--- src/rtl/cfgser_pkg.sv ---
package cfgser_pkg;

  localparam logic [31:0] SYNC_PATTERN = 32'hAA995566;

  function automatic logic [7:0] flip8(input logic [7:0] b);
    logic [7:0] r;
    for (int i = 0; i < 8; i++) r[i] = b[7-i];
    return r;
  endfunction

  typedef enum logic {XF_IDLE = 1'b0, XF_RUN = 1'b1} xfer_state_t;

endpackage

--- src/rtl/cfgser_fetch.sv ---
module cfgser_fetch #(
  parameter int ADDR_W = 16,
  parameter int CNT_W  = ADDR_W + 1
) (
  input  logic              clk,
  input  logic              rst_n,
  input  logic              go,
  input  logic              active,
  input  logic [CNT_W-1:0]  count,
  input  logic              take,
  input  logic              mem_valid,
  input  logic [7:0]        mem_rdata,
  output logic [ADDR_W-1:0] mem_addr,
  output logic              mem_rd,
  output logic [7:0]        hold_data,
  output logic              hold_full,
  output logic              all_fetched
);

  logic [ADDR_W-1:0] addr_q, addr_d;
  logic [CNT_W-1:0]  got_q, got_d, lim_q, lim_d;
  logic              req_q, req_d;
  logic [7:0]        buf_q, buf_d;
  logic              full_q, full_d;
  logic              fill;

  assign fill = req_q && mem_valid;

  always_comb begin
    addr_d = addr_q;
    got_d  = got_q;
    lim_d  = lim_q;
    req_d  = req_q;
    buf_d  = buf_q;
    full_d = full_q;
    if (go) begin
      addr_d = '0;
      got_d  = '0;
      lim_d  = count;
      req_d  = 1'b0;
      full_d = 1'b0;
    end else begin
      if (take) full_d = 1'b0;
      if (fill) begin
        buf_d  = mem_rdata;
        full_d = 1'b1;
        req_d  = 1'b0;
        addr_d = addr_q + 1'b1;
        got_d  = got_q + 1'b1;
      end else if (active && !full_q && !req_q && (got_q != lim_q)) begin
        req_d = 1'b1;
      end
    end
  end

  always_ff @(posedge clk or negedge rst_n) begin
    if (!rst_n) begin
      addr_q <= '0;
      got_q  <= '0;
      lim_q  <= '0;
      req_q  <= 1'b0;
      buf_q  <= '0;
      full_q <= 1'b0;
    end else begin
      addr_q <= addr_d;
      got_q  <= got_d;
      lim_q  <= lim_d;
      req_q  <= req_d;
      buf_q  <= buf_d;
      full_q <= full_d;
    end
  end

  assign mem_addr    = addr_q;
  assign mem_rd      = req_q;
  assign hold_data   = buf_q;
  assign hold_full   = full_q;
  assign all_fetched = (got_q == lim_q) && !req_q;

endmodule

--- src/rtl/cfgser_shift.sv ---
module cfgser_shift
  import cfgser_pkg::*;
(
  input  logic       clk,
  input  logic       rst_n,
  input  logic       clr,
  input  logic       active,
  input  logic       wide,
  input  logic       rev,
  input  logic       hold_full,
  input  logic [7:0] hold_data,
  output logic       take,
  output logic       ser_bit,
  output logic       ser_valid,
  output logic [7:0] par_data,
  output logic       par_valid,
  output logic       shifting
);

  logic [7:0] sh_q, sh_d;
  logic [2:0] pos_q, pos_d;
  logic       act_q, act_d;
  logic [7:0] pd_q, pd_d;
  logic       pv_q, pv_d;
  logic       last_bit;

  assign last_bit = act_q && (pos_q == 3'd7);
  assign take = active && hold_full && (wide || !act_q || last_bit);

  always_comb begin
    sh_d  = sh_q;
    pos_d = pos_q;
    act_d = act_q;
    pd_d  = pd_q;
    pv_d  = 1'b0;
    if (clr) begin
      act_d = 1'b0;
      pos_d = '0;
    end else if (take && wide) begin
      pd_d = hold_data;
      pv_d = 1'b1;
    end else if (take) begin
      sh_d  = rev ? flip8(hold_data) : hold_data;
      pos_d = '0;
      act_d = 1'b1;
    end else if (act_q) begin
      sh_d  = {sh_q[6:0], 1'b0};
      pos_d = pos_q + 1'b1;
      if (last_bit) act_d = 1'b0;
    end
  end

  always_ff @(posedge clk or negedge rst_n) begin
    if (!rst_n) begin
      sh_q  <= '0;
      pos_q <= '0;
      act_q <= 1'b0;
      pd_q  <= '0;
      pv_q  <= 1'b0;
    end else begin
      sh_q  <= sh_d;
      pos_q <= pos_d;
      act_q <= act_d;
      pd_q  <= pd_d;
      pv_q  <= pv_d;
    end
  end

  assign ser_bit   = act_q ? sh_q[7] : 1'b0;
  assign ser_valid = act_q;
  assign par_data  = pd_q;
  assign par_valid = pv_q;
  assign shifting  = act_q;

endmodule

--- src/rtl/cfgser_sync_watch.sv ---
module cfgser_sync_watch
  import cfgser_pkg::*;
(
  input  logic clk,
  input  logic rst_n,
  input  logic clr,
  input  logic bit_in,
  input  logic bit_vld,
  output logic found
);

  logic [31:0] win_q, win_d;
  logic        hit_q, hit_d;

  always_comb begin
    win_d = win_q;
    hit_d = hit_q;
    if (clr) begin
      win_d = '0;
      hit_d = 1'b0;
    end else if (bit_vld) begin
      win_d = {win_q[30:0], bit_in};
      if (win_d == SYNC_PATTERN) hit_d = 1'b1;
    end
  end

  always_ff @(posedge clk or negedge rst_n) begin
    if (!rst_n) begin
      win_q <= '0;
      hit_q <= 1'b0;
    end else begin
      win_q <= win_d;
      hit_q <= hit_d;
    end
  end

  assign found = hit_q;

endmodule

--- src/rtl/cfg_stream_serializer.sv ---
module cfg_stream_serializer
  import cfgser_pkg::*;
#(
  parameter int ADDR_W = 16,
  parameter int CNT_W  = ADDR_W + 1
) (
  input  logic              clk,
  input  logic              rst_n,
  input  logic              start,
  input  logic [CNT_W-1:0]  byte_count,
  input  logic              wide_mode,
  input  logic              order_rev,
  output logic [ADDR_W-1:0] mem_addr,
  output logic              mem_rd,
  input  logic [7:0]        mem_rdata,
  input  logic              mem_valid,
  output logic              ser_bit,
  output logic              ser_valid,
  output logic [7:0]        par_data,
  output logic              par_valid,
  output logic              busy,
  output logic              done,
  output logic              sync_found
);

  xfer_state_t st_q, st_d;
  logic        wide_q, wide_d, rev_q, rev_d, done_q, done_d;
  logic        go, running, finish;
  logic [7:0]  hold_data;
  logic        hold_full, all_fetched, take, shifting;

  assign go      = start && (st_q == XF_IDLE);
  assign running = (st_q == XF_RUN);
  assign finish  = running && all_fetched && !hold_full && !shifting;

  always_comb begin
    st_d   = st_q;
    wide_d = wide_q;
    rev_d  = rev_q;
    done_d = done_q;
    if (go) begin
      st_d   = XF_RUN;
      wide_d = wide_mode;
      rev_d  = order_rev;
      done_d = 1'b0;
    end else if (finish) begin
      st_d   = XF_IDLE;
      done_d = 1'b1;
    end
  end

  always_ff @(posedge clk or negedge rst_n) begin
    if (!rst_n) begin
      st_q   <= XF_IDLE;
      wide_q <= 1'b0;
      rev_q  <= 1'b0;
      done_q <= 1'b0;
    end else begin
      st_q   <= st_d;
      wide_q <= wide_d;
      rev_q  <= rev_d;
      done_q <= done_d;
    end
  end

  cfgser_fetch #(.ADDR_W(ADDR_W), .CNT_W(CNT_W)) fetch_i (
    .clk(clk), .rst_n(rst_n), .go(go), .active(running), .count(byte_count),
    .take(take), .mem_valid(mem_valid), .mem_rdata(mem_rdata),
    .mem_addr(mem_addr), .mem_rd(mem_rd), .hold_data(hold_data),
    .hold_full(hold_full), .all_fetched(all_fetched)
  );

  cfgser_shift shift_i (
    .clk(clk), .rst_n(rst_n), .clr(go), .active(running), .wide(wide_q),
    .rev(rev_q), .hold_full(hold_full), .hold_data(hold_data), .take(take),
    .ser_bit(ser_bit), .ser_valid(ser_valid), .par_data(par_data),
    .par_valid(par_valid), .shifting(shifting)
  );

  cfgser_sync_watch watch_i (
    .clk(clk), .rst_n(rst_n), .clr(go), .bit_in(ser_bit),
    .bit_vld(ser_valid), .found(sync_found)
  );

  assign busy = running;
  assign done = done_q;

endmodule

--- config.mk ---
export PLATFORM = sky130hd
export DESIGN_NAME = cfg_stream_serializer
export DESIGN_NICKNAME = d
export VERILOG_FILES = /design/src/rtl/cfgser_pkg.sv /design/src/rtl/cfgser_fetch.sv /design/src/rtl/cfgser_shift.sv /design/src/rtl/cfgser_sync_watch.sv /design/src/rtl/cfg_stream_serializer.sv
export SDC_FILE = /design/constraint.sdc
export NUM_CORES = 1
export LEC_CHECK = 0
export ABC_AREA = 1
export ABC_CLOCK_PERIOD_IN_PS = 4400
export BUFFER_PORTS_ARGS = -buffer_cell sky130_fd_sc_hd__buf_4
export CAP_MARGIN = 20
export CORE_AREA = 2 2 114 116
export CTS_BUF_LIST = sky130_fd_sc_hd__clkbuf_4 sky130_fd_sc_hd__clkbuf_8 sky130_fd_sc_hd__clkbuf_16
export DETAILED_ROUTE_END_ITERATION = 8
export DIE_AREA = 0 0 116 118
export GPL_TIMING_DRIVEN = 0
export SLEW_MARGIN = 20
export SYNTH_ARGS = -nofsm -noshare
export SYNTH_HDL_FRONTEND = slang
export SYNTH_SLANG_ARGS = --single-unit
--- constraint.sdc ---
create_clock -name clk -period 4.4 [get_ports clk]
set_input_delay 0.44 -clock clk [delete_from_list [all_inputs] [get_ports clk]]
set_output_delay 0.44 -clock clk [all_outputs]
set_load 0.03 [all_outputs]
* Yosys cells after proc, flatten, opt, wreduce, memory -nomap -nowiden
Cells that the tools add are included.
** Cells by class
- $add $sub $neg :: 3
- Eq/ne operators :: 5
- Muxes and demuxes :: 34
- Bitwise logic cells :: 3
- Reductions and logical operators :: 31
** Operator list (number)
- $mux W31 :: 2
- $mux W17 :: 2
- $eq A32 B32 Y1 const B :: 1
- $mux W16 :: 2
- $mux W8 :: 3
- $mux W1 :: 21
- $add A17 B1 Y17 const B :: 1
- $eq A17 B17 Y1 :: 1
- $ne A17 B17 Y1 :: 1
- $add A16 B1 Y16 const B :: 1
- $logic_and A1 B1 Y1 :: 13
- $mux W3 :: 4
- $reduce_bool A2 Y1 :: 5
- $reduce_bool A3 Y1 :: 3
- $reduce_and A2 Y1 :: 4
- $add A3 B1 Y3 const B :: 1
- $eq A3 B3 Y1 const B :: 1
- $logic_not A1 Y1 :: 3
- $not A1 Y1 :: 3
- $reduce_and A3 Y1 :: 1
- $logic_or A1 B1 Y1 :: 2
- $ne A2 B2 Y1 const B :: 1
** Word-level totals
- Flip-flop bits (word level) :: 117
- Output and inout port bits :: 31
- Logic and storage cells :: 93

* Longest topological paths before layout
Gate-level depths: netlist of run 1.
- Depth after elaboration :: 7
- Gate-level depth with buffers :: 10

* Cells and area by module
A second synthesis of run 1 with hierarchy kept.
** Unflattened totals
- Cells, all modules :: 735
- Area total of the unflattened synthesis :: 5858.1 µm²
** Modules (own cells, without submodules)
- cfgser_fetch :: instances 1, cells each 419, area an instance 3209.3 µm², seq. area each 1501.4 µm²
- cfgser_sync_watch :: instances 1, cells each 143, area an instance 1331.3 µm², seq. area each 800.8 µm²
- cfgser_shift :: instances 1, cells each 153, area an instance 1131.1 µm², seq. area each 525.5 µm²
- cfg_stream_serializer :: instances 1, cells each 20, area an instance 186.4 µm², seq. area each 100.1 µm²

* Least setup slack after synthesis of run 1
Ideal clock, no wire load.
- Kind :: reg-to-reg
- Start :: register shift_i.pos_q[0]
- End :: register shift_i.sh_q[2]
- Setup time :: 124 ps
- Data arrival time :: 1381 ps
- Path slack :: 2895 ps
- Cell stages (with the launch flop) :: 10
- Path buffers :: 1
- Clock period less this slack :: 1505 ps
- Path through :: dfrtp_1 ha_1 ha_1 inv_1 nand3_1 nand2_2 inv_2 buf_6 o211ai_1 nand2_1
** On the way
- Cells in the longest elaborated chain, start to end :: 7
- Elaborated cells between the ends (all ways) :: 9
** Ends and longest elaborated chain
- from (decl) :: RTL line cfgser_shift.sv:21 : logic [2:0] pos_q, pos_d;
- from (signal assigned) :: RTL line cfgser_shift.sv:62 : pos_q <= pos_d;
- $eq A3 B3 Y1 * :: RTL line cfgser_shift.sv:27 : assign last_bit = act_q && (pos_q == 3'd7);
- $logic_and A1 B1 Y1 * :: RTL line cfgser_shift.sv:27
- $logic_or A1 B1 Y1 * :: RTL line cfgser_shift.sv:28 : assign take = active && hold_full && (wide || !act_q || last_bit);
- $logic_and A1 B1 Y1 * :: RTL line cfgser_shift.sv:28
- $logic_and A1 B1 Y1 :: RTL line cfgser_shift.sv:39 : end else if (take && wide) begin
- $not A1 Y1 (no line)
- $reduce_and A3 Y1 (no line)
- to (signal assigned) :: RTL line cfgser_shift.sv:55 : sh_q <= '0;
- to (signal assigned) :: RTL line cfgser_shift.sv:61 : sh_q <= sh_d;
- to (decl) :: RTL line cfgser_shift.sv:20 : logic [7:0] sh_q, sh_d;
Every way passes the cells marked *; elsewhere a longest branch is shown, timed or not.
A chain may end at the register's enable or synchronous reset.

* Worst setup path in the final report of run 1
- Start :: register shift_i.act_q (netlist: shift_i.ser_valid)
- End :: output ser_bit
** On the way
- Cells in the longest elaborated chain, start to end :: 1
** Ends and longest elaborated chain
- from (decl) :: RTL line cfgser_shift.sv:22 : logic act_q, act_d;
- from (signal assigned) :: RTL line cfgser_shift.sv:63 : act_q <= act_d;
- $mux W1 :: RTL line cfgser_shift.sv:69 : assign ser_bit = act_q ? sh_q[7] : 1'b0;
- to (decl) :: RTL line cfg_stream_serializer.sv:17 : output logic ser_bit,
Every way passes these cells.

==> results of run 1 <==
cell usage in the layout, fill, tap and decap left out, types with 3 or more instances in the layout:
cell type	Yosys	final
o21a_1	3	3
nor2_4	4	4
nor2_2	5	5
nand2_1	150	150
a2bb2oi_1	3	3
clkinv_2	0	3
nor3_1	14	14
nor2_1	52	52
buf_2	7	7
a21oi_1	53	53
o211ai_1	9	9
clkbuf_1	12	12
o21ai_0	66	66
clkbuf_8	0	3
nand2_2	7	7
inv_2	4	4
nand3_1	34	34
buf_6	2	3
ha_1	4	4
nand4_1	12	12
clkinvlp_4	0	3
inv_1	78	78
xnor2_1	7	7
dfrtp_1	117	117
bufinv_16	0	3
buf_4	5	65
clkbuf_16	0	17
o21ai_1	3	3
cell usage after synthesis (2+ instances only):
master,count
nand2_1,150
dfrtp_1,117
inv_1,78
o21ai_0,66
a21oi_1,53
nor2_1,52
nand3_1,34
nor3_1,14
clkbuf_1,12
nand4_1,12
o211ai_1,9
buf_2,7
nand2_2,7
xnor2_1,7
buf_4,5
nor2_2,5
ha_1,4
inv_2,4
nor2_4,4
a2bb2oi_1,3
o21a_1,3
o21ai_1,3
a32o_1,2
buf_6,2
timing repair:
action,in CTS,in global routing
hold buffers,1,0
resized for setup,0,0
endpoints found under the hold margin,37,0
through the flow:
step           hold WS [ns]  utilization  instance area, µm²  std cells  total power (W)
2_1_floorplan         0.144            -                5540        666          0.00267
3_3_place_gp          0.464        0.500                6210        899          0.00310
3_5_place_dp          0.371        0.503                6240        900          0.00314
4_1_cts               0.218        0.552                6850        931          0.00457
5_1_grt               0.243        0.552                6850        931          0.00484
6_report              0.226        0.552                6850        931          0.00454
worst max-delay path by stage:
stage | slack [ns] | to | startpoint
2_1_floorplan | 2.89 | shift_i.sh_q[2] | shift_i.pos_q[0]
3_3_place_gp | 2.57 | watch_i.win_q[8] | rst_n
4_1_cts | 2.49 | ser_bit | shift_i.ser_valid
5_1_grt | 2.45 | ser_bit | shift_i.ser_valid
6_report | 2.52 | ser_bit | shift_i.ser_valid
3_5_place_dp | 2.62 | watch_i.win_q[7] | start
area by class of cell:
| cell class | count | area share |
|---|---|---|
| Tap cell | 172 | 0.0314 |
| Sequential cell | 117 | 0.427 |
| Inverter | 84 | 0.0467 |
| Clock buffer | 21 | 0.0692 |
| Buffer | 27 | 0.0212 |
| Timing Repair Buffer | 63 | 0.0728 |
| Clock inverter | 9 | 0.0186 |
| Multi-Input combinational cell | 438 | 0.313 |
worst register-to-register path, stage by stage (launching register included):
cell and delay, ns:
dfrtp_1 0.46, nor2_4 0.37, inv_2 0.08, buf_4 0.19
a21oi_1 0.19, inv_1 0.10, a32o_1 0.20
per-layer routing:
metal,global-route usage,part of all wire,vias to the layer above
li1,-,-,2334
met1,0.297,0.48,2239
met2,0.315,0.46,99
met3,0.0458,0.039,22
met4,0.0826,0.023,0
met5,0,0,-
flip-flops by register name (all words and copies together) (netlist names), 3 cells and up:
register / flops
fetch_i.hold_data: 8
fetch_i.got_q: 17
shift_i.sh_q: 8
fetch_i.lim_q: 17
shift_i.par_data: 8
fetch_i.mem_addr: 16
watch_i.win_q: 31
shift_i.pos_q: 3
power breakdown:
part | internal, W | switching (W)
Combinational | 0.000528 | 0.000892
Sequential | 0.00145 | 0.000263
Clock | 0.000930 | 0.000482
kinds of logic (layout without fill, tap and decap cells):
family                     after synthesis  in the layout
buffers and inverters                  111            204
and+or+nand+nor                        283            283
AOI/OAI and AO/OA                      143            143
xor gates and xnor gates                 8              8
DFF                                    117            117
adders and majority gates                4              4
==> results.md, run 1 <==
- Largest delay contributor family on the critical path: flip-flops
- Final setup fails: 0
- Clk_lat worst skew: between 0.4 and 0.5 ns
- N_diodes: 0
- P_leak: approximately 3.3 nW
- Critical path launch point type: register
- Worst reg2reg setup slack: 2.70 ns
- Cell-by-cell listing of the critical path: buf_4, nand2_1, inv_1, buf_4
- Slew @ Worst Pin: 0.549 ns
- Multi-input gate area: 0.00214 mm²
- Peak VDD IR: around 0.00035 V
- Combinational family with the most area after synthesis: simple AND/OR/NAND/NOR gates
- Vias in the first global route: 4529
- Peak Freq: approximately 0.53 GHz
- Largest net degree at the start of global routing: a little over 80
- Routed len/inst: 14.3 µm
- PD cells: 663 mW/mm²
- Reg2Reg Capture Point: shift_i.pos_q[2]
- HPWL Detailed: 9370 µm
- Initial drt markers: 204
- Worst-path clk slew: ~0.060 ns
- Post-synthesis compound-gate area fraction: 0.141
- Worst path arrival time: 1.44 ns
- Row count: 41
- Synth warnings: 0
- Vias: 4694
- Root Driver: clkbuf_16
- Die X: roughly 120 µm
- Cell mode on critical path: buf_4
- Post-Place Worst Slack: 2.62 ns
- Seq/Total Area, Yosys: 0.529
- Share of cells above drive strength 1: 0.175
- TritonCTS clock tree: done
- Routed wire length: 13300 µm
- Max Cap Viol: 0
- Asr flop ratio synth: 1.00
- Pins Over Slew Limit: 0
- Die area: 0.0137 mm²
- Worst-path maximum fanout: 10
- Antenna-violating nets left: 0
- First-pass DRT Iterations: 5
- Post-Synth Adder-Cell Area: 0.00904
- Hold Path Class: primary input to register
- CP max stage delay: roughly 0.47 ns
- Fin crit period: 1.88 ns
- P&R area growth vs syn: 23.8%
- Port bufs: 61
- Distinct cells, synth: 37
- Mapped Cells: 666
- Crit share post-route: 0.426
- RePlAce Congestion: 0.845
- Initial antenna violation count: 0
- CP Capture Type: output port
- RSZ-0062 raised after global routing: no
- Crit path kind: register to output port
- GRT Overall Usage: 0.210
- Critical Path RT: 3.96 ns
- Synth Flop Type: dfrtp_1
- Io pins: 62
- DR DRC count: 0
- Worst Hold End: wide_q
- Clock sink count: around 120
- Xor/xnor share of the synthesized area: 0.0127
- EDFF count, synth: 0
- Critical path depth: 4
- Cts bufs inserted: 17
- Syn avg cell area: 8.32 µm²
- Fill count: approximately 1200
- Grt total ovfl: 0
- Vias per inst: about 5
- Hold_sp: wide_mode
- Postcts setup bufs: 0
- Sum of negative setup slack: 0 ns
- H-tree levels: 4
- Hold Path Stages: 3
- Cells taking the most area after synthesis: dfrtp_1 (53%), nand2_1 (10%), o21ai_0 (6.0%)
- Slew headroom: 0.634
- Yosys top cell by area: dfrtp_1
- Multiplexer share of the synthesized area: 0
- Syn nets: 701
- Status: completed
- Core area: about 0.012 mm²
- Register area: about 0.0029 mm²
- Post-route setup slack: 2.52 ns
- Clock skew: a little over 0.01 ns
- Register bit total from synthesis: 117
- Worst r2r path cells: 6
- Worst r2r src: busy
- Post-Synth Simple-Gate Area: 0.224
- CTS Buffer Depth: 2
- Layout Nets: 783
- CP max-delay cell: dfrtp_1
- Die height: around 120 µm
- Starting Density: 0.446
- First-pass GRT wire length: 22400 µm
- Share of the synthesized area in the top cell type: 0.529
- Final hold vios: 0
- Worst path bufs/invs: 3
- Netlist area before placement: approximately 0.0055 mm²
Power figures use the tool's default switching activity.
==> run 2: changes to the inputs <==
ABC_CLOCK_PERIOD_IN_PS = 1700   (was 4400)
PLACE_DENSITY = 0.66   (was unset)
clock period = 1.7 ns   (was 4.4 ns; I/O delays follow)
==> run 2 against run 1 <==
Compared with the run above:
- via count rose by 3.6%
- total power rose to 2.6 times the previous value
- critical path depth rose by 5
- worst setup slack got worse by 2.4 ns
- hold slack got worse by 0.20 ns
- routed wire length rose by 3.1%
- clock power rose by 150%
- sequential power rose to 2.6 times the previous value
- critical endpoint is now shift_i.sh_q[2]
- largest cell class unchanged
==> results.md, run 2 (synthesis gave the netlist of run 1 again) <==
- Status: completed
- Share of cells above drive strength 1: 0.185 (+0.00981)
- HPWL Detailed: 9370 µm (about the same)
- Inst Count DP: 900 (unchanged)
- Layout Nets: 811 (+3.6%)
- P&R area growth vs syn: 28.5%
- Vias in the first global route: 4814 (+6.3%)
- Seq pwr share: 0.378 (+0.002)
- PD cells: 1650 mW/mm² (+150%)
- Critical path launch point type: register
- Fin crit period: ~1.6 ns
- Vias per inst: 5.06 (+0.32%)
- Largest reg by FF count: watch_i.win_q
- Critical Path RT: 2.01 ns (-1.95 ns)
- Clock skew: 0.00721 ns (-0.00313 ns)
- Internal power: 0.00746 W (+160%)
- Worst r2r src: shift_i.pos_q[0]
- Peak Freq: 0.621 GHz
- Switching Fraction: 0.365 (+0.00508)
- Hold Path Class: primary input to register
- Clock sink count: 117 (unchanged)
- RSZ-0062 raised after global routing: no
- Routed len/inst: 14.3 µm (about the same)
- Grt total ovfl: 0 (unchanged)
- P_leak: 3.46 nW (+3.5%)
- Port bufs: 61 (unchanged)
- Initial antenna violation count: 0 (unchanged)
- Final setup fails: 0 (unchanged)
- RePlAce Congestion: 0.853 (+0.96%)
- Antenna-violating nets left: 0 (unchanged)
- Crit path kind: register to register
- Reg2Reg Capture Point: shift_i.sh_q[2]
- Slew @ Worst Pin: 0.535 ns (-0.0132 ns)
- Routed wire length: 13800 µm (+3.1%)
- N_diodes: 0 (unchanged)
- Worst reg2reg setup slack: 0.09 ns (-2.61 ns)
- Root Driver: clkbuf_16
- Non-Filler Instances: 961 (+3.2%)
- CTS Buffer Depth: 2 (unchanged)
- Sum of negative setup slack: 0 ns (unchanged)
- Core area: 0.0124 mm² (unchanged)
- Most frequent cells in the layout: nand2_1 (150), dfrtp_1 (114), inv_1 (78)
- Hold_ws: 0.0247 ns (-0.201 ns)
- First-pass GRT wire length: 22900 µm (+2.2%)
- H-tree levels: 4 (unchanged)
- Worst Hold End: fetch_i.hold_data[3]
- Io pins: 62 (unchanged)
- Sw Pwr: 0.00429 W (+160%)
- GRT Overall Usage: 0.216 (+0.00568)
- Worst-path maximum fanout: 10 (unchanged)
- Power share of the clock group: 0.298 (-0.013)
- Worst-path clk slew: 0.05 ns (about the same)
- Crit share post-route: 0.947
- Die area: 0.0137 mm² (unchanged)
- TritonCTS clock tree: done
- Row count: 41 (unchanged)
- Die X: 116 µm (unchanged)
- Logic pwr share: 0.324 (+0.012)
- Slew headroom: 0.643 (+0.00882)
- Peak VDD IR: 0.00106 V (+200%)
- DR DRC count: 0 (unchanged)
- Die height: 118 µm (unchanged)
- CP Capture Type: register
- First-pass DRT Iterations: 4 (-1)
- Clk_lat worst skew: 0.42 ns (about the same)
- Final hold vios: 0 (unchanged)
- Largest register FFs: 31 (unchanged)
- Worst r2r path cells: 9 (+3)
- Cts bufs inserted: 17 (unchanged)
- Hold_sp: mem_rdata[3]
- Largest regs: watch_i.win_q x31, fetch_i.got_q x17, fetch_i.lim_q x17
- Initial drt markers: 284 (+39%)
- Pins Over Slew Limit: 0 (unchanged)
- Vias: 4861 (+3.6%)
- Largest net degree at the start of global routing: 62 (-23%)
- Starting Density: 0.446 (unchanged)
- Commonest non-fill, non-tap cell in the layout: nand2_1
- Worst path arrival time: 1.92 ns (+0.48 ns)
- Max Cap Viol: 0 (unchanged)
- Hold Path Stages: 3 (unchanged)
==> run 2: worst max-delay path: stages, from the launching register on <==
cell and delay [ns]:
dfrtp_1 0.40, ha_2 0.19, ha_1 0.18, inv_1 0.07
nand3_1 0.09, nand2_2 0.10, inv_2 0.06, buf_6 0.13
o211ai_1 0.19, nand2_1 0.08
==> run 2: power by group through the flow <==
stage,clock (W),combinational (W),sequential (W)
floorplan,0,0.00223,0.00468
global placement,0,0.00358,0.00442
detailed placement,0,0.00370,0.00445
CTS,0.00356,0.00379,0.00443
global route,0.00370,0.00424,0.00456
finish,0.00350,0.00380,0.00444
==> run 2: metrics by stage <==
step	util	cell area, µm²	total power [W]	setup slack (ns)
floorplan	-	5540	0.00692	0.195
global placement	0.500	6210	0.00800	-0.00726
detailed placement	0.503	6240	0.00815	-0.0175
CTS	0.570	7080	0.0118	0.000695
global route	0.573	7120	0.0125	0.0110
finish	0.573	7120	0.0118	0.0904
==> run 2: metal layers <==
metal	wire, µm	global-route usage	vias to the layer above
met5	0	0	-
met4	292	0.0878	0
met3	611	0.0633	24
met2	6500	0.329	110
met1	6350	0.288	2330
li1	-	-	2397
==> run 2: repair_timing <==
action                                  CTS  global route
endpoints found under the setup margin   13            40
pin swaps                                 2             5
hold endpoints to repair                 80             0
hold buffers                             25             0
resized for setup                         0            10
gates cloned                              0             0
setup buffers                             1             3
==> run 2: worst max path at each step <==
stage / to / cells past startpoint / start
global placement: fetch_i.hold_data[7] / 6 / busy
global route: shift_i.sh_q[2] / 9 / shift_i.pos_q[0]
finish: shift_i.sh_q[2] / 9 / shift_i.pos_q[0]
detailed placement: watch_i.win_q[9] / 5 / busy
CTS: fetch_i.hold_data[1] / 6 / busy
floorplan: shift_i.sh_q[3] / 9 / shift_i.pos_q[0]
==> run 2: final cells by class <==
class,count,area [µm²]
Buffer,27,149
Clock buffer,22,475
Clock inverter,10,105
Fill cell,1158,5300
Inverter,84,320
Multi-Input combinational cell,438,2150
Sequential cell,117,2930
Tap cell,172,215
Timing Repair Buffer,91,769
